==> src/rtl/pir_pkg.sv <==
package pir_pkg;
  localparam int unsigned REG_W = 8;

  localparam int unsigned BIT_T1OVF = 0;
  localparam int unsigned BIT_T2M   = 1;
  localparam int unsigned BIT_CCP   = 2;
  localparam int unsigned BIT_SSP   = 3;
  localparam int unsigned BIT_TXE   = 4;
  localparam int unsigned BIT_RXF   = 5;
  localparam int unsigned BIT_ADC   = 6;
  localparam int unsigned BIT_GATE  = 7;

  // Bits software may write; the rest are live status.
  localparam logic [REG_W-1:0] WR_MASK = 8'b1100_1111;

  typedef enum logic [1:0] {
    CCP_CAPTURE = 2'b00,
    CCP_COMPARE = 2'b01,
    CCP_PWM_A   = 2'b10,
    CCP_PWM_B   = 2'b11
  } ccp_mode_e;

  localparam logic ADDR_FLAGS  = 1'b0;
  localparam logic ADDR_ENABLE = 1'b1;
endpackage

==> src/rtl/pir_sticky_flags.sv <==
module pir_sticky_flags #(
  parameter int unsigned W = 8,
  parameter logic [W-1:0] MASK = '1
) (
  input  logic         clk,
  input  logic         rst_n,
  input  logic [W-1:0] hw_set,
  input  logic         sw_wr,
  input  logic [W-1:0] sw_data,
  output logic [W-1:0] flags_q
);
  for (genvar i = 0; i < W; i++) begin : g_bit
    if (MASK[i]) begin : g_rw
      always_ff @(posedge clk) begin
        if (!rst_n)
          flags_q[i] <= 1'b0;
        else if (hw_set[i])
          flags_q[i] <= 1'b1;        // event beats any write
        else if (sw_wr)
          flags_q[i] <= sw_data[i];
      end
    end else begin : g_none
      assign flags_q[i] = 1'b0;
    end
  end
endmodule

==> src/rtl/pir_status_bit.sv <==
module pir_status_bit #(
  parameter logic RST_VAL = 1'b0
) (
  input  logic clk,
  input  logic rst_n,
  input  logic set_i,
  input  logic clr_i,
  output logic q
);
  always_ff @(posedge clk) begin
    if (!rst_n)     q <= RST_VAL;
    else if (set_i) q <= 1'b1;
    else if (clr_i) q <= 1'b0;
  end
endmodule

==> src/rtl/pir_irq_combine.sv <==
module pir_irq_combine #(
  parameter int unsigned W = 8
) (
  input  logic [W-1:0] flags,
  input  logic [W-1:0] enables,
  input  logic         gie,
  output logic         irq
);
  logic [W-1:0] hit;
  assign hit = flags & enables;
  assign irq = gie & (|hit);
endmodule

==> src/rtl/pir_flag_block.sv <==
module pir_flag_block
  import pir_pkg::*;
(
  input  logic             clk,
  input  logic             rst_n,
  input  logic             reg_addr,
  input  logic             reg_wr,
  input  logic [REG_W-1:0] reg_wdata,
  output logic [REG_W-1:0] reg_rdata,
  input  logic             ev_gate,
  input  logic             ev_adc,
  input  logic             ev_ssp,
  input  logic             ev_cap,
  input  logic             ev_cmp,
  input  logic [1:0]       ccp_mode,
  input  logic             ev_t2match,
  input  logic             ev_t1ovf,
  input  logic             rx_load,
  input  logic             rx_read,
  input  logic             tx_write,
  input  logic             tx_drain,
  input  logic             gie,
  output logic             irq
);
  logic             ccp_evt;
  logic [REG_W-1:0] hw_set;
  logic [REG_W-1:0] sticky_q;
  logic [REG_W-1:0] flags;
  logic [REG_W-1:0] enable_q;
  logic             rx_full, tx_empty;
  logic             wr_flags, wr_enable;

  assign wr_flags  = reg_wr && (reg_addr == ADDR_FLAGS);
  assign wr_enable = reg_wr && (reg_addr == ADDR_ENABLE);

  always_comb begin
    unique case (ccp_mode_e'(ccp_mode))
      CCP_CAPTURE: ccp_evt = ev_cap;
      CCP_COMPARE: ccp_evt = ev_cmp;
      default:     ccp_evt = 1'b0;
    endcase
  end

  always_comb begin
    hw_set            = '0;
    hw_set[BIT_GATE]  = ev_gate;
    hw_set[BIT_ADC]   = ev_adc;
    hw_set[BIT_SSP]   = ev_ssp;
    hw_set[BIT_CCP]   = ccp_evt;
    hw_set[BIT_T2M]   = ev_t2match;
    hw_set[BIT_T1OVF] = ev_t1ovf;
  end

  pir_sticky_flags #(.W(REG_W), .MASK(WR_MASK)) u_sticky (
    .clk(clk), .rst_n(rst_n), .hw_set(hw_set),
    .sw_wr(wr_flags), .sw_data(reg_wdata), .flags_q(sticky_q)
  );

  pir_status_bit #(.RST_VAL(1'b0)) u_rxf (
    .clk(clk), .rst_n(rst_n), .set_i(rx_load), .clr_i(rx_read), .q(rx_full)
  );

  pir_status_bit #(.RST_VAL(1'b1)) u_txe (
    .clk(clk), .rst_n(rst_n), .set_i(tx_drain), .clr_i(tx_write), .q(tx_empty)
  );

  always_comb begin
    flags          = sticky_q;
    flags[BIT_RXF] = rx_full;
    flags[BIT_TXE] = tx_empty;
  end

  always_ff @(posedge clk) begin
    if (!rst_n)         enable_q <= '0;
    else if (wr_enable) enable_q <= reg_wdata;
  end

  assign reg_rdata = (reg_addr == ADDR_ENABLE) ? enable_q : flags;

  pir_irq_combine #(.W(REG_W)) u_irq (
    .flags(flags), .enables(enable_q), .gie(gie), .irq(irq)
  );
endmodule

==> config.mk <==
export PLATFORM = sky130hd
export DESIGN_NAME = pir_flag_block
export DESIGN_NICKNAME = d
export VERILOG_FILES = /design/src/rtl/pir_pkg.sv /design/src/rtl/pir_sticky_flags.sv /design/src/rtl/pir_status_bit.sv /design/src/rtl/pir_irq_combine.sv /design/src/rtl/pir_flag_block.sv
export SDC_FILE = /design/constraint.sdc
export NUM_CORES = 1
export LEC_CHECK = 0
export ABC_CLOCK_PERIOD_IN_PS = 1300
export BUFFER_PORTS_ARGS = -buffer_cell sky130_fd_sc_hd__buf_4
export CORE_MARGIN = 10
export CORE_UTILIZATION = 45
export CTS_CLUSTER_SIZE = 16
export DETAILED_ROUTE_END_ITERATION = 16
export PLACE_DENSITY_LB_ADDON = 0.12
export REMOVE_ABC_BUFFERS = 1
export SYNTH_ARGS = -nofsm -noshare
export SYNTH_HDL_FRONTEND = slang
export SYNTH_SLANG_ARGS = --single-unit
export TNS_END_PERCENT = 50
==> constraint.sdc <==
create_clock -name clk -period 1.3 [get_ports clk]
set_clock_uncertainty 0.1 [all_clocks]
set_input_delay 0 -clock clk [delete_from_list [all_inputs] [get_ports clk]]
set_output_delay 0 -clock clk [all_outputs]
set_load 0.05 [all_outputs]
==> summary.md <==
| Metric | Value |
|---|---|
| TritonRoute pass-1 iters | 6 |
| Status | complete, no violations |
| Final count of hold timing violations | 0 |
| Crit-path slowest cell | dfxtp_1 |
| First-pass GRT wire length | 4440 microns |
| Syn avg cell area | 10.4 sq um |
| Final critical-path required period | 1.30 ns |
| Yosys Warn Count | 0 |
| Cell count after synthesis | 79 |
| Synth Area in Adders | 0 |
| Setup Buffers After CTS | 0 |
| Cell family with most CP delay | flip-flops |
| Clk slew on worst S/H paths | 0.09 ns |
| Vias in the first global route | 939 |
| Max-cap violations | 0 |
| Crit path buf inv count | 1 |
| Worst-Margin Slew | 0.401 ns |
| Final max-slew violation count | 0 |
| Post-Syn Area | 820 sq um |
| Worst Setup Start Kind | register |
| TritonCTS Buffers | 3 |
| Critical Path Sink Type | primary output |
| Initial antenna violation count | 0 |
| Simple-Gate Fraction of Synth Area | 0.136 |
| Final cycle utilization of the critical path | 0.997 |
| Detail Route Antenna Nets | 0 |
| Critical Path RT | 1.20 ns |
| CP Max Fanout | 3 |
| Total number of vias | 842 |
| Root Buffer Master | clkbuf_4 |
| Setup_tns | 0 ns |
| Die ar. | 0.00393 sq mm |
| Hpwl dp | 1650 microns |
| Fmax | 772 MHz |
| Num rows | 15 |
| RSZ-0062 raised after global routing | yes |
| Largest net degree at the start of global routing | 18 |
| Clk_lat worst skew | 0.28 ns |
| GPL Wtd Cong | 0.757 |
| Dpl cell area | 0.00108 sq mm |
| CTS tree | done |
| Sink Count | 16 |
| Starting Density | 0.475 |
| Hold Crit Class | primary input to register |
| Critical Path Max Stage Delay | 0.38 ns |
| Via/cell ratio | 5.13 |
| Most frequent cells in the layout | buf_4 (36), dlygate4sd3_1 (24), dfxtp_2 (10) |
| Pwr/cell area | 860 mW/mm^2 |
| Count of different cell masters after synthesis | 19 |
| DR DRC count | 0 |
| Hold Worst Slack | 0.0164 ns |
| Fin area | 0.00139 sq mm |
| Leakage | 0.627 nW |
| Die Wd | 62.7 microns |
| Layout cells sized above 1 | 0.482 |
| Worst setup path class | register to primary output |
| Sequential share of the synthesized area | 0.391 |
| Max Root-Sink Buffers | 2 |
| # nets final | 167 |
| Antenna fix cells | 0 |
| Largest family of logic cells by synthesized area | multiplexers |
| Max VDD drop | 684 uV |
| Mux cell area share after synthesis | 0.232 |
| Initial DRC count | 15 |
| Die H | 62.7 microns |
| Top Ports | 35 |
| Remaining global-route overflow | 0 |
| Input/output buffers | 34 |
| Final setup fails | 0 |
| #FFs+latches synth | 16 |
| Crit-path cells | a22oi_2, a41oi_1, buf_4 |
| Worst Path Arrival | 1.20 ns |
| WL per Instance | 16.1 microns |
| Synth Area in Compound Gates | 0.185 |
| Commonest non-fill, non-tap cell in the layout | buf_4 |
| GR Util All Layers | 0.138 |
| Synth Area in XOR/XNOR | 0 |
| CORE AREA | 0.00173 sq mm |
| Relative slew slack | 0.732 |
| Area growth syn-to-layout | 69.8% |
| H-tree depth | 1 |
| Total Wirelength | 2640 microns |
[final cells by class]
cell class,count,area [sq um]
Clock buffer,3,22.5
Fill cell,123,335
Inverter,1,3.75
Multi-Input combinational cell,57,465
Sequential cell,16,333
Tap cell,25,31.3
Timing Repair Buffer,62,536
[flip-flops by register name, summed over array words and instances (netlist names)]
register / count
enable_q: 8
u_rxf.q: 1
u_sticky.flags_q: 6
u_txe.q: 1
[layer usage]
metal  global-route usage  vias up  routed length, microns  share of wire
li1                     -      407                       -              -
met1                0.143      394                    1030           0.39
met2                0.251       35                    1400           0.53
met3               0.0448        6                     176          0.067
met4               0.0475        0                      38          0.014
met5                    0        -                       0              0
[where the power goes]
| group | internal, mW | leakage [nW] | total (mW) | switching, mW |
|---|---|---|---|---|
| registers | 0.523 | 0.136 | 0.548 | 0.0246 |
| logic | 0.207 | 0.477 | 0.385 | 0.178 |
| clock network | 0.108 | 0.0138 | 0.264 | 0.157 |
| total | 0.838 | 0.627 | 1.20 | 0.359 |
[synthesized netlist by cell type]
| cell | number | area [sq um] |
|---|---|---|
| dfxtp_1 | 16 | 320 |
| nand2_1 | 9 | 33.8 |
| a21boi_0 | 8 | 60.1 |
| mux2_2 | 8 | 90.1 |
| nand3_1 | 8 | 40.0 |
| o21a_1 | 7 | 52.6 |
| mux2_4 | 6 | 90.1 |
| a22oi_1 | 4 | 30.0 |
| buf_6 | 3 | 33.8 |
| a41oi_1 | 1 | 8.76 |
| buf_2 | 1 | 5.00 |
| clkbuf_1 | 1 | 3.75 |
| inv_1 | 1 | 3.75 |
| mux2i_1 | 1 | 10.0 |
| nand2b_1 | 1 | 6.26 |
| nand3b_1 | 1 | 7.51 |
| nor2_1 | 1 | 3.75 |
| nor2b_1 | 1 | 6.26 |
| nor2b_4 | 1 | 13.8 |
[logic make-up after synthesis]
| family | after synthesis |
|---|---|
| multiplexers | 15 |
| buffers and inverters | 6 |
| flip-flops | 16 |
| AO/OA/AOI/OAI | 20 |
| AND/OR/NAND/NOR | 22 |
[timing repair]
item	in CTS	in global routing
endpoints found under the setup margin	1	7
resized for setup	7	13
hold buffers	27	1
hold endpoints to repair	16	2
pin swaps	0	0
[per-stage QoR]
stage | total power, mW | utilization | setup slack [ns] | cells
finish | 1.20 | 0.806 | 0.00422 | 164
global route | 1.25 | 0.806 | -0.0504 | 164
CTS | 1.19 | 0.804 | 0.00159 | 165
detailed placement | 0.867 | 0.625 | 0.185 | 135
global placement | 0.863 | 0.625 | 0.213 | 135
floorplan | 0.730 | - | -0.115 | 74
[worst reg2reg max path, delay by kind of cell (launching register included)]
family	cells	cell delay, ns
buf+inv	1	0.55
flops	1	0.35
compound gates	1	0.13
simple gates	1	0.05
[worst paths after layout]
check	startpoint	endpoint	slack (ns)	cells after the start
worst max-delay path	u_sticky.flags_q[2]	irq	0.004	3
worst min-delay path	rst_n	u_txe.q	0.02	3
worst max register to register	enable_q[7]	enable_q[7]	0.07	3
worst min register to register	enable_q[2]	enable_q[2]	0.38	2
Note: power is estimated with default switching activity, not from simulation.
